<file path="src/rtl/pll_seq_pkg.sv">
package pll_seq_pkg;
  localparam int DATA_W = 32;

  // Control word fields decoded by the PHY
  localparam logic [1:0] CLKSEL_GEN  = 2'd1;
  localparam int         CLKSEL_LSB  = 6;
  localparam int         HS_LSB      = 8;
  localparam int         UPD_BIT     = 17;
  localparam int         SHCLR_BIT   = 18;

  // Divider word fields
  localparam int         R0_N_LSB    = 10;
  localparam int         R0_VCO_LSB  = 14;
  localparam int         R0_PROP_LSB = 20;

  // Charge-pump word
  localparam logic [1:0] GMP_CODE    = 2'd1;
  localparam logic [6:0] CPBIAS_CODE = 7'h10;
  localparam int         CPBIAS_LSB  = 2;

  localparam logic [7:0] CFG_MHZ_OFS = 8'd17;

  localparam logic [DATA_W-1:0] SEL_WORD = DATA_W'(CLKSEL_GEN) << CLKSEL_LSB;

  typedef struct packed {
    logic [9:0] m;
    logic [4:0] n;
    logic [5:0] vco;
    logic [5:0] prop;
    logic [6:0] hs;
    logic [7:0] cfg_mhz;
  } pll_op_t;

  typedef enum logic [1:0] {RS_CTRL, RS_DIV, RS_CP} reg_sel_e;

  typedef enum logic [3:0] {
    ST_IDLE, ST_SEL, ST_SEL_T, ST_SHSET, ST_SHSET_T, ST_SHEND,
    ST_PROG, ST_DIV, ST_CP, ST_REF_T, ST_UPD, ST_UPD_T, ST_UPDCLR,
    ST_ZCTRL, ST_ZDIV, ST_ZCP
  } seq_st_e;
endpackage

</file>
<file path="src/rtl/pll_word_pack.sv">
module pll_word_pack
  import pll_seq_pkg::*;
(
  input  pll_op_t            op,
  output logic [DATA_W-1:0]  ctrl_prog,
  output logic [DATA_W-1:0]  div_word,
  output logic [DATA_W-1:0]  cp_word
);
  logic [7:0] mhz_diff;
  logic [5:0] cfr;
  logic [9:0] m_code;
  logic [3:0] n_code;
  logic [4:0] n_dec;

  always_comb begin
    mhz_diff  = op.cfg_mhz - CFG_MHZ_OFS;
    cfr       = {mhz_diff[3:0], 2'b00};
    m_code    = op.m - 10'd2;
    n_dec     = op.n - 5'd1;
    n_code    = n_dec[3:0];
    ctrl_prog = SEL_WORD | DATA_W'(cfr) | (DATA_W'(op.hs) << HS_LSB);
    div_word  = DATA_W'(m_code)
              | (DATA_W'(n_code)  << R0_N_LSB)
              | (DATA_W'(op.vco)  << R0_VCO_LSB)
              | (DATA_W'(op.prop) << R0_PROP_LSB);
    cp_word   = DATA_W'(GMP_CODE) | (DATA_W'(CPBIAS_CODE) << CPBIAS_LSB);
  end
endmodule

</file>
<file path="src/rtl/pll_wait_timer.sv">
module pll_wait_timer #(
  parameter int CNT_W = 4
) (
  input  logic             clk,
  input  logic             rst_n,
  input  logic             load,
  input  logic [CNT_W-1:0] load_val,
  output logic             last
);
  logic [CNT_W-1:0] cnt_q;

  always_ff @(posedge clk) begin
    if (!rst_n)             cnt_q <= '0;
    else if (load)          cnt_q <= load_val;
    else if (cnt_q != '0)   cnt_q <= cnt_q - 1'b1;
  end

  assign last = (cnt_q == CNT_W'(1));

  // a new wait only starts once the previous one has run out
  p_reload_idle_r4: assert property (@(posedge clk) disable iff (!rst_n)
    load |-> (cnt_q == '0));
endmodule

</file>
<file path="src/rtl/pll_seq_ctrl.sv">
module pll_seq_ctrl
  import pll_seq_pkg::*;
#(
  parameter int SEL_WAIT = 4,
  parameter int CLR_WAIT = 2,
  parameter int REF_WAIT = 1000,
  parameter int UPD_WAIT = 400,
  parameter int CNT_W    = 10
) (
  input  logic              clk,
  input  logic              rst_n,
  input  logic              start,
  input  logic              clear_req,
  input  logic              pwroff_req,
  input  logic [DATA_W-1:0] ctrl_prog,
  input  logic [DATA_W-1:0] div_word,
  input  logic [DATA_W-1:0] cp_word,
  input  logic              wr_ready,
  output logic              wr_valid,
  output reg_sel_e          reg_sel,
  output logic [DATA_W-1:0] wr_data,
  output logic              ref_clk_en,
  output logic              busy,
  output logic              done,
  output logic              op_take
);
  localparam logic [CNT_W-1:0] SEL_L = CNT_W'(SEL_WAIT);
  localparam logic [CNT_W-1:0] CLR_L = CNT_W'(CLR_WAIT);
  localparam logic [CNT_W-1:0] REF_L = CNT_W'(REF_WAIT);
  localparam logic [CNT_W-1:0] UPD_L = CNT_W'(UPD_WAIT);
  localparam logic [DATA_W-1:0] UPD_MASK = DATA_W'(1) << UPD_BIT;
  localparam logic [DATA_W-1:0] SHC_MASK = DATA_W'(1) << SHCLR_BIT;

  seq_st_e           state_q;
  logic              pwr_q;
  logic [DATA_W-1:0] shadow_q;   // last control word written, for read-modify-write
  logic              accept;
  logic              t_load;
  logic [CNT_W-1:0]  t_val;
  logic              t_last;

  always_comb begin
    wr_valid = 1'b1;
    reg_sel  = RS_CTRL;
    wr_data  = '0;
    unique case (state_q)
      ST_SEL:    wr_data = SEL_WORD;
      ST_SHSET:  wr_data = SEL_WORD | SHC_MASK;
      ST_SHEND:  wr_data = SEL_WORD;
      ST_PROG:   wr_data = ctrl_prog;
      ST_DIV:    begin reg_sel = RS_DIV; wr_data = div_word; end
      ST_CP:     begin reg_sel = RS_CP;  wr_data = cp_word;  end
      ST_UPD:    wr_data = shadow_q | UPD_MASK;
      ST_UPDCLR: wr_data = shadow_q & ~UPD_MASK;
      ST_ZCTRL:  wr_data = '0;
      ST_ZDIV:   reg_sel = RS_DIV;
      ST_ZCP:    reg_sel = RS_CP;
      default:   wr_valid = 1'b0;
    endcase
  end

  assign accept  = wr_valid && wr_ready;
  assign busy    = (state_q != ST_IDLE);
  assign op_take = (state_q == ST_IDLE) && start && !clear_req && !pwroff_req;

  always_comb begin
    t_load = 1'b0;
    t_val  = '0;
    if (accept) begin
      unique case (state_q)
        ST_SEL:   begin t_load = 1'b1; t_val = SEL_L; end
        ST_SHSET: begin t_load = 1'b1; t_val = CLR_L; end
        ST_CP:    begin t_load = 1'b1; t_val = REF_L; end
        ST_UPD:   begin t_load = 1'b1; t_val = UPD_L; end
        default:  ;
      endcase
    end
  end

  pll_wait_timer #(.CNT_W(CNT_W)) u_timer (
    .clk      (clk),
    .rst_n    (rst_n),
    .load     (t_load),
    .load_val (t_val),
    .last     (t_last)
  );

  always_ff @(posedge clk) begin
    if (!rst_n) begin
      state_q    <= ST_IDLE;
      pwr_q      <= 1'b0;
      shadow_q   <= '0;
      ref_clk_en <= 1'b0;
      done       <= 1'b0;
    end else begin
      done <= 1'b0;
      if (accept && reg_sel == RS_CTRL) shadow_q <= wr_data;
      unique case (state_q)
        ST_IDLE: begin
          if (pwroff_req) begin
            pwr_q <= 1'b1; state_q <= ST_ZCTRL;
          end else if (clear_req) begin
            pwr_q <= 1'b0; state_q <= ST_ZCTRL;
          end else if (start) begin
            state_q <= ST_SEL;
          end
        end
        ST_SEL:     if (accept) state_q <= ST_SEL_T;
        ST_SEL_T:   if (t_last) state_q <= ST_SHSET;
        ST_SHSET:   if (accept) state_q <= ST_SHSET_T;
        ST_SHSET_T: if (t_last) state_q <= ST_SHEND;
        ST_SHEND:   if (accept) state_q <= ST_PROG;
        ST_PROG:    if (accept) state_q <= ST_DIV;
        ST_DIV:     if (accept) state_q <= ST_CP;
        ST_CP: if (accept) begin
          ref_clk_en <= 1'b1;
          state_q    <= ST_REF_T;
        end
        ST_REF_T:   if (t_last) state_q <= ST_UPD;
        ST_UPD:     if (accept) state_q <= ST_UPD_T;
        ST_UPD_T:   if (t_last) state_q <= ST_UPDCLR;
        ST_UPDCLR: if (accept) begin
          done    <= 1'b1;
          state_q <= ST_IDLE;
        end
        ST_ZCTRL:   if (accept) state_q <= ST_ZDIV;
        ST_ZDIV:    if (accept) state_q <= ST_ZCP;
        ST_ZCP: if (accept) begin
          if (pwr_q) ref_clk_en <= 1'b0;
          done    <= 1'b1;
          state_q <= ST_IDLE;
        end
        default: state_q <= ST_IDLE;
      endcase
    end
  end

  // Cycles elapsed since the last accepted write (checking aid)
  logic [CNT_W:0] gap_q;
  always_ff @(posedge clk) begin
    if (!rst_n)                 gap_q <= '0;
    else if (accept)            gap_q <= '0;
    else if (gap_q != '1)       gap_q <= gap_q + 1'b1;
  end

  p_sel_gap_r4: assert property (@(posedge clk) disable iff (!rst_n)
    (accept && state_q == ST_SHSET) |-> (gap_q >= (CNT_W+1)'(SEL_WAIT)));
  p_shclr_width_r4: assert property (@(posedge clk) disable iff (!rst_n)
    (accept && state_q == ST_SHEND) |-> (gap_q >= (CNT_W+1)'(CLR_WAIT)));
  p_ref_wait_r5: assert property (@(posedge clk) disable iff (!rst_n)
    (accept && state_q == ST_UPD) |-> (ref_clk_en && gap_q >= (CNT_W+1)'(REF_WAIT)));
  p_upd_width_r6: assert property (@(posedge clk) disable iff (!rst_n)
    (accept && state_q == ST_UPDCLR) |-> (gap_q >= (CNT_W+1)'(UPD_WAIT)));
  p_hold_r7: assert property (@(posedge clk) disable iff (!rst_n)
    (wr_valid && !wr_ready) |=> (wr_valid && $stable(wr_data) && $stable(reg_sel)));
  p_done_pulse_r8: assert property (@(posedge clk) disable iff (!rst_n)
    done |=> !done);
  p_busy_end_r8: assert property (@(posedge clk) disable iff (!rst_n)
    $fell(busy) |-> done);
endmodule

</file>
<file path="src/rtl/pll_cfg_seq.sv">
module pll_cfg_seq
  import pll_seq_pkg::*;
#(
  parameter int              ADDR_W    = 8,
  parameter logic [ADDR_W-1:0] CTRL_ADDR = 8'h4C,
  parameter logic [ADDR_W-1:0] DIV_ADDR  = 8'h50,
  parameter logic [ADDR_W-1:0] CP_ADDR   = 8'h54,
  parameter int              SEL_WAIT  = 4,
  parameter int              CLR_WAIT  = 2,
  parameter int              REF_WAIT  = 1000,
  parameter int              UPD_WAIT  = 400
) (
  input  logic              clk,
  input  logic              rst_n,
  input  logic              start,
  input  logic              clear_req,
  input  logic              pwroff_req,
  input  logic [9:0]        m_val,
  input  logic [4:0]        n_val,
  input  logic [5:0]        vco_code,
  input  logic [5:0]        prop_code,
  input  logic [6:0]        hsrange_code,
  input  logic [7:0]        cfg_clk_mhz,
  output logic              wr_valid,
  input  logic              wr_ready,
  output logic [ADDR_W-1:0] wr_addr,
  output logic [31:0]       wr_data,
  output logic              ref_clk_en,
  output logic              busy,
  output logic              done
);
  localparam int MAX_A    = (SEL_WAIT > CLR_WAIT) ? SEL_WAIT : CLR_WAIT;
  localparam int MAX_B    = (REF_WAIT > UPD_WAIT) ? REF_WAIT : UPD_WAIT;
  localparam int MAX_WAIT = (MAX_A > MAX_B) ? MAX_A : MAX_B;
  localparam int CNT_W    = $clog2(MAX_WAIT + 1);

  pll_op_t           op_q;
  logic              op_take;
  logic [DATA_W-1:0] ctrl_prog, div_word, cp_word;
  reg_sel_e          reg_sel;

  always_ff @(posedge clk) begin
    if (!rst_n)       op_q <= '0;
    else if (op_take) op_q <= '{m: m_val, n: n_val, vco: vco_code, prop: prop_code,
                                hs: hsrange_code, cfg_mhz: cfg_clk_mhz};
  end

  pll_word_pack u_pack (
    .op        (op_q),
    .ctrl_prog (ctrl_prog),
    .div_word  (div_word),
    .cp_word   (cp_word)
  );

  pll_seq_ctrl #(
    .SEL_WAIT (SEL_WAIT),
    .CLR_WAIT (CLR_WAIT),
    .REF_WAIT (REF_WAIT),
    .UPD_WAIT (UPD_WAIT),
    .CNT_W    (CNT_W)
  ) u_ctrl (
    .clk        (clk),
    .rst_n      (rst_n),
    .start      (start),
    .clear_req  (clear_req),
    .pwroff_req (pwroff_req),
    .ctrl_prog  (ctrl_prog),
    .div_word   (div_word),
    .cp_word    (cp_word),
    .wr_ready   (wr_ready),
    .wr_valid   (wr_valid),
    .reg_sel    (reg_sel),
    .wr_data    (wr_data),
    .ref_clk_en (ref_clk_en),
    .busy       (busy),
    .done       (done),
    .op_take    (op_take)
  );

  always_comb begin
    unique case (reg_sel)
      RS_DIV:  wr_addr = DIV_ADDR;
      RS_CP:   wr_addr = CP_ADDR;
      default: wr_addr = CTRL_ADDR;
    endcase
  end
endmodule

</file>
<file path="config.mk">
export PLATFORM = sky130hd
export DESIGN_NAME = pll_cfg_seq
export DESIGN_NICKNAME = d
export VERILOG_FILES = /design/src/rtl/pll_seq_pkg.sv /design/src/rtl/pll_word_pack.sv /design/src/rtl/pll_wait_timer.sv /design/src/rtl/pll_seq_ctrl.sv /design/src/rtl/pll_cfg_seq.sv
export SDC_FILE = /design/constraint.sdc
export NUM_CORES = 1
export LEC_CHECK = 0
export CORE_MARGIN = 10
export CORE_UTILIZATION = 45
export CTS_CLUSTER_DIAMETER = 150
export DETAILED_ROUTE_END_ITERATION = 8
export DONT_BUFFER_PORTS = 1
export HOLD_SLACK_MARGIN = 0.02
export MAX_ROUTING_LAYER = met4
export PLACE_DENSITY = 0.73
export SETUP_SLACK_MARGIN = 0.02
export SLEW_MARGIN = 10
export SYNTH_ARGS = -nofsm -noshare
export SYNTH_HDL_FRONTEND = slang
export SYNTH_SLANG_ARGS = --single-unit
</file>
<file path="constraint.sdc">
create_clock -name clk -period 2.3 [get_ports clk]
set_input_delay 0.115 -clock clk [delete_from_list [all_inputs] [get_ports clk]]
set_output_delay 0.115 -clock clk [all_outputs]
set_load 0.02 [all_outputs]
</file>
==> After elaboration in Yosys (flattened, before gate mapping) <==
Cells that the tools add are included.
{ "word_totals": {"regBits": 86, "elab_cells": 114} }
{ "classes": {"add_sub_neg": 4, "eq_ne": 35, "mux": 35, "bitwise": 4, "reduce_logical": 24} }
{ "op_table": {"columns": ["operator", "count"], "rows": [
  ["32-bit one-hot mux with 7 select lines", 1],
  ["4-bit two-way mux", 17],
  ["4-bit one-hot mux with 15 select lines", 1],
  ["10-bit one-hot mux with 4 select lines", 1],
  ["4-bit == test, second input constant", 8],
  ["2-bit by 1-bit != test with 1-bit output, second input constant", 16],
  ["32-bit by 20-bit bitwise OR with 32-bit output", 1],
  ["32-bit by 26-bit bitwise OR with 32-bit output", 1],
  ["10-bit two-way mux", 3],
  ["4-bit by 3-bit == test with 1-bit output, second input constant", 4],
  ["7-bit by 15-bit bitwise OR with 15-bit output", 1],
  ["15-bit AND reduction", 1],
  ["10-bit by 14-bit bitwise OR with 14-bit output", 1],
  ["11-bit OR reduction", 1],
  ["10-bit by 1-bit == test with 1-bit output, second input constant", 1],
  ["5-bit one-hot mux with 2 select lines", 1],
  ["10-bit nonzero test", 1],
  ["10-bit by 1-bit subtractor with 10-bit output, second input constant", 1],
  ["10-bit by 2-bit subtractor with 10-bit output, second input constant", 1],
  ["1-bit two-way mux", 9],
  ["4-bit by 2-bit == test with 1-bit output, second input constant", 2],
  ["2-bit OR reduction", 4],
  ["4-bit by 1-bit subtractor with 4-bit output, second input constant", 2],
  ["2-bit nonzero test", 3],
  ["other kinds (14)", 20]
]} }

==> Depth between registers and ports, before layout <==
{ "logic_depth": {"word_depth": 6, "depth_mapped": 12, "depth_no_buf": 8} }

==> Hierarchy <==
From an unflattened synthesis, not the netlist that was laid out.
{ "hier_totals": {"hier_cells": 655, "hier_area_um2": 5708.0} }
{ "modules_own_cells": {"columns": ["module", "instances", "cells_each", "area_per_inst_um2", "seq_area_each_um2"], "rows": [
  ["pll_seq_ctrl", 1, 321, 2568.7, 760.7],
  ["pll_cfg_seq", 1, 146, 1699.1, 840.8],
  ["pll_word_pack", 1, 116, 833.3, 0.0],
  ["pll_wait_timer", 1, 72, 606.8, 200.2]
]} }

==> Worst setup path before layout <==
Ideal clock, no wire load.
{ "synth_timing": {"kind": "flip-flop to flip-flop", "startpoint": "register u_ctrl.state_q[0]", "endpoint": "register u_ctrl.shadow_q[5]", "setup_ps": 117, "arrival_ps": 2376, "required_time_ps": 2183, "setup_slack_ps": -194, "path_stages_with_launch": 12, "n_path_buf": 5, "period_less_slack_ps": 2494, "path_cell_list": "dfxtp_1 buf_6 buf_2 buf_2 clkbuf_8 nor2_1 o21ai_0 ha_1 nand2_1 or2_2 clkbuf_1 a32o_1"} }
{ "synth_between": {"elab_chain_cells": 5} }
{ "synth_lines": {"columns": ["item", "line_no", "source"], "rows": [
  ["start: declaration", "pll_seq_ctrl.sv:34", "seq_st_e state_q;"],
  ["start signal: assignment", "pll_seq_ctrl.sv:90", "state_q <= ST_IDLE;"],
  ["start signal: assignment", "pll_seq_ctrl.sv:101", "pwr_q <= 1'b1; state_q <= ST_ZCTRL;"],
  ["start signal: assignment", "pll_seq_ctrl.sv:103", "pwr_q <= 1'b0; state_q <= ST_ZCTRL;"],
  ["4-bit == test, or another cell as far along", "pll_seq_ctrl.sv:46", "unique case (state_q)"],
  ["2-bit OR reduction (no source line) / 11-bit OR reduction (equally long branches)", null, null],
  ["2-bit one-hot mux with 2 select lines / 1-bit two-way mux (equally long branches)", "pll_seq_ctrl.sv:46", null],
  ["2-bit zero test / 1-bit logical AND (equally long branches)", "pll_seq_ctrl.sv:97, pll_seq_ctrl.sv:62", null],
  ["1-bit logical AND", "pll_seq_ctrl.sv:97", "if (accept && reg_sel == RS_CTRL) shadow_q <= wr_data;"],
  ["end signal: assignment", "pll_seq_ctrl.sv:97", null],
  ["end: declaration", "pll_seq_ctrl.sv:36", "logic [DATA_W-1:0] shadow_q;"]
]} }
Parallel ways exist; a longest one is shown, timed or not.
A chain may end at the register's enable or synchronous reset.

==> Worst setup path in the final report <==
{ "layout_timing": {"startpoint": "register op_q[38] (netlist name)", "endpoint": "output port wr_data[7]"} }
{ "layout_between": {"elab_chain_cells": 5} }
{ "layout_lines": {"columns": ["item", "line_no", "source"], "rows": [
  ["start: declaration", "pll_cfg_seq.sv:37", "pll_op_t op_q;"],
  ["start signal: assignment", "pll_cfg_seq.sv:44", "else if (op_take) op_q <= '{m: m_val, n: n_val, vco: vco_code, prop: prop_code,"],
  ["10-bit by 2-bit subtractor with 10-bit output", "pll_word_pack.sv:18", "m_code = op.m - 10'd2;"],
  ["10-bit by 14-bit bitwise OR with 14-bit output", "pll_word_pack.sv:23", "| (DATA_W'(n_code) << R0_N_LSB)"],
  ["32-bit by 20-bit bitwise OR with 32-bit output", "pll_word_pack.sv:24", "| (DATA_W'(op.vco) << R0_VCO_LSB)"],
  ["32-bit by 26-bit bitwise OR with 32-bit output", "pll_word_pack.sv:25", "| (DATA_W'(op.prop) << R0_PROP_LSB);"],
  ["32-bit one-hot mux with 7 select lines", "pll_seq_ctrl.sv:46", null],
  ["end: declaration", "pll_cfg_seq.sv:27", "output logic [31:0] wr_data,"]
]} }
Every way passes these cells.

==> impl_metrics.py <==
metrics = {
    "clocking": {
        "cts_htree_levels": 3,
        "cts.reportedPaths.clkPinSlew_ns": 0.09,
        "clock_tree.root_cell": "sky130_fd_sc_hd__clkbuf_8",
        "cts_tree": "built",
        "clkLatencyLatePin_ns": 0.35,
        "clock_sinks": 85,
        "numCtsBuffers": 9,
        "cts.path.max_buffers": 2,
    },
    "drt": {
        "detailroute.via_count": 4175,
        "first_iter_violations": 240,
        "met2_length_um": 6380,
        "avgRoutedWirePerCell_um": 17.5,
        "drt-pass1-iter-count": 5,
        "totalWireLength_um": 12800,
        "top_layer_used": "met4",
        "drt-vias-per-instance": 5.70,
        "route.antenna.remaining_nets": 0,
        "wl_met1_um": 5260,
        "routed_wire_length_on_met3_um": 871,
        "post-route-drc-count": 0,
    },
    "hold_path": {
        "hold_class": "in2reg",
        "hold_path_depth": 3,
    },
    "synth": {
        "yosys.area.top_type": "sky130_fd_sc_hd__dfxtp_1",
        "synth.avg_cell_area_um2": 8.08,
        "netlist_area_um2": 4540,
        "synth_enable_flop_cells": 0,
        "synth.yosys.warnings": 0,
        "postSynthRegisterBits": 85,
        "post_synth_main_area_contributors": "sky130_fd_sc_hd__dfxtp_1, sky130_fd_sc_hd__nand2_1, sky130_fd_sc_hd__a21oi_1",
        "synth.yosys.seq_area_share_pct": 37.5,
        "synth_cells": 562,
        "synth_top_area_share_pct": 37.5,
        "synth_unique_cells": 73,
        "share_of_flip_flops_with_an_asynchronous_set_or_reset_after_synthesis_pct": 0,
        "synth_ff_type": "sky130_fd_sc_hd__dfxtp_1",
    },
    "floorplanning": {
        "die_area_um2": 14500,
        "starting_utilization_of_the_core_area_pct": 46.2,
        "chipHeight_um": 120,
        "ports": 92,
        "die_width_um": 120,
        "core_um2": 9820,
        "placementRows": 36,
    },
    "finish": {
        "post_layout_nonfiller_instances": 733,
        "antenna_cells": 0,
        "nNetsFinal": 651,
        "post_route_cells_drive_above_1_share_pct": 12.5,
        "layout-area-overhead-vs-synth_pct": 16.9,
        "area_of_the_multi_input_gates_um2": 2520,
        "fillCellCount": 887,
        "layout.area.seq_um2": 1710,
        "final_util_pct": 54.0,
    },
    "sta": {
        "final.setup_skew_ns": 0.00664,
        "max-slew-margin-rel_pct": 27.2,
        "final_period_minus_worst_setup_slack_ns": 2.19,
        "grt_setup_unrepaired": "true",
        "achievable-frequency_ghz": 0.456,
        "setup-violations-final": 0,
        "slew_violations": 0,
        "worst_slew_pin_slew_ns": 1.09,
        "setup-tns-final_ns": 0,
        "whs_ns": 0.0505,
        "finalCritPeriodShare_pct": 95.3,
        "final-hold-violation-count": 0,
    },
    "power": {
        "power.static_leakage_nw": 2.03,
        "total_power_density_per_cell_area_nw_per_um2": 994,
        "vdd_drop_max_mv": 0.470,
        "design_power_total_w": 0.00527,
    },
    "setup_path": {
        "timing.critical_path.arrival_ns": 2.08,
        "crit_path_max_fanout": 6,
        "end_kind": "primary output",
        "setup.worst_path.class": "reg2out",
        "r2r_setup_slack_ns": 0.26,
        "timing.reg2reg.worst_path_depth": 9,
        "startpoint_type": "flip-flop",
        "crit_required_ns": 2.18,
    },
    "grt": {
        "grt_remaining_overflow": 0,
        "number_of_antenna_violations_at_the_first_check_in_global_routing": 0,
        "grt_pass1_wl_um": 20700,
        "grt_pass1_vias": 4144,
        "groute.usage.overall_pct": 17.7,
        "grt_start_max_net_pins": 38,
    },
    "placement": {
        "buffer_ports.inserted": 0,
        "placedCellCount": 676,
        "detailedPlacementHpwl_um": 8570,
        "finalWeightedCongestion": 0.849,
    },
    "outcome": {
        "run_status": "finished, final reports clean",
    },
    "flow_run": {
        "cap_viol_max_count": 0,
    },
}
## power by group
group          total, W  internal, W  switching, W
registers       0.00196      0.00170      0.000261
clock network   0.00101     0.000457      0.000554
logic           0.00230     0.000979       0.00133
total           0.00527      0.00313       0.00214
## routing by layer
layer,vias up,GRT usage [%]
li1,2021,-
met1,1988,19.6
met2,138,29.7
met3,28,4.42
met4,0,7.32
met5,-,-
## final timing paths
| kind | start | endpoint |
|---|---|---|
| worst max register to register | u_ctrl.state_q[1]$_SDFFE_PN0P_ | u_ctrl.shadow_q[6]$_SDFFE_PN0P_ |
| worst min register to register | op_q[25]$_SDFFE_PN0P_ | op_q[25]$_SDFFE_PN0P_ |
| worst max-delay path | op_q[38]$_SDFFE_PN0P_ | wr_data[7] |
| worst min-delay path | wr_ready | u_ctrl.ref_clk_en$_SDFFE_PN0P_ |
## cell usage in the layout (no fill, tap or decap), drive strengths merged, types with 9 or more instances in the layout
master and count:
nand4b 10, inv 28, xnor2 11, o21ai 32, a22o 12, nand2 111, a21oi 63, and2 9
dfxtp 85, buf 24, clkbuf 12, dlygate4sd3 41, nor2 21
## flip-flops by register name, summed over array words and instances, names as in the netlist
signal / cells
u_ctrl.done: 1
op_q: 37
u_ctrl.u_timer.cnt_q: 10
u_ctrl.pwr_q: 1
u_ctrl.ref_clk_en: 1
u_ctrl.shadow_q: 31
u_ctrl.state_q: 4
## critical path: stages, from the launching register on
cell and delay (ns):
sky130_fd_sc_hd__dfxtp_1 0.36, sky130_fd_sc_hd__or4_4 0.59, sky130_fd_sc_hd__or3_1 0.34, sky130_fd_sc_hd__a21oi_2 0.20
sky130_fd_sc_hd__a21o_1 0.23
## synth_stat cells, types with 3 or more instances
cell                       number
sky130_fd_sc_hd__nor2_1        19
sky130_fd_sc_hd__and2_1         8
sky130_fd_sc_hd__a211oi_1       7
sky130_fd_sc_hd__ha_1           8
sky130_fd_sc_hd__xor2_1         4
sky130_fd_sc_hd__nor3b_1        3
sky130_fd_sc_hd__a22oi_1        6
sky130_fd_sc_hd__clkbuf_8       4
sky130_fd_sc_hd__nor3_1         8
sky130_fd_sc_hd__o211a_1        3
sky130_fd_sc_hd__or4_1          3
sky130_fd_sc_hd__buf_4          7
sky130_fd_sc_hd__mux2i_1        8
sky130_fd_sc_hd__and3_1         8
sky130_fd_sc_hd__buf_2         15
sky130_fd_sc_hd__a22o_1        12
sky130_fd_sc_hd__inv_1         26
sky130_fd_sc_hd__xnor2_1       10
sky130_fd_sc_hd__nand2b_1       5
sky130_fd_sc_hd__nor4_1         3
sky130_fd_sc_hd__dfxtp_1       85
sky130_fd_sc_hd__or2_2          3
sky130_fd_sc_hd__nand2_1      110
sky130_fd_sc_hd__o21ai_0       32
sky130_fd_sc_hd__nand3_1        8
sky130_fd_sc_hd__clkbuf_1      17
sky130_fd_sc_hd__nand4b_1      10
sky130_fd_sc_hd__a21oi_1       63
sky130_fd_sc_hd__nor2b_1        3
sky130_fd_sc_hd__a31oi_1        8
## layout make-up
| cell class | count | share of cell area, % |
|---|---|---|
| multi-input combinational | 407 | 47.5 |
| sequential | 85 | 32.1 |
| timing repair buffer | 65 | 11.8 |
| tap | 133 | 3.14 |
| clock buffer | 12 | 2.92 |
| inverter | 27 | 1.91 |
| clock inverter | 4 | 0.566 |
## cell families after synthesis
logic type,count (synthesis),synth area share (%)
AOI/OAI and AO/OA,157,22.1
xor gates and xnor gates,15,3.06
adders and majority gates,9,2.43
buffers and inverters,73,8.40
DFF,85,37.5
muxes,10,2.26
other,2,0.165
and+or+nand+nor,211,24.1
## per-stage QoR
| stage | setup WS (ns) | instance area (um2) |
|---|---|---|
| 2_1_floorplan | 0.0247 | 4560 |
| 3_5_place_dp | 0.0331 | 4650 |
| 6_report | 0.109 | 5310 |
| 5_1_grt | 0.0147 | 5310 |
| 3_3_place_gp | 0.112 | 4650 |
| 4_1_cts | 0.0105 | 5260 |
## what timing repair did
item / in CTS / in global routing
hold buffers: 41 / 0
setup endpoints to repair: 4 / 39
gates resized for setup: 5 / 12
setup buffers: 0 / 0
hold endpoints to repair: 71 / 0
pin swaps: 0 / 3
(Power assumes the default switching activity.)
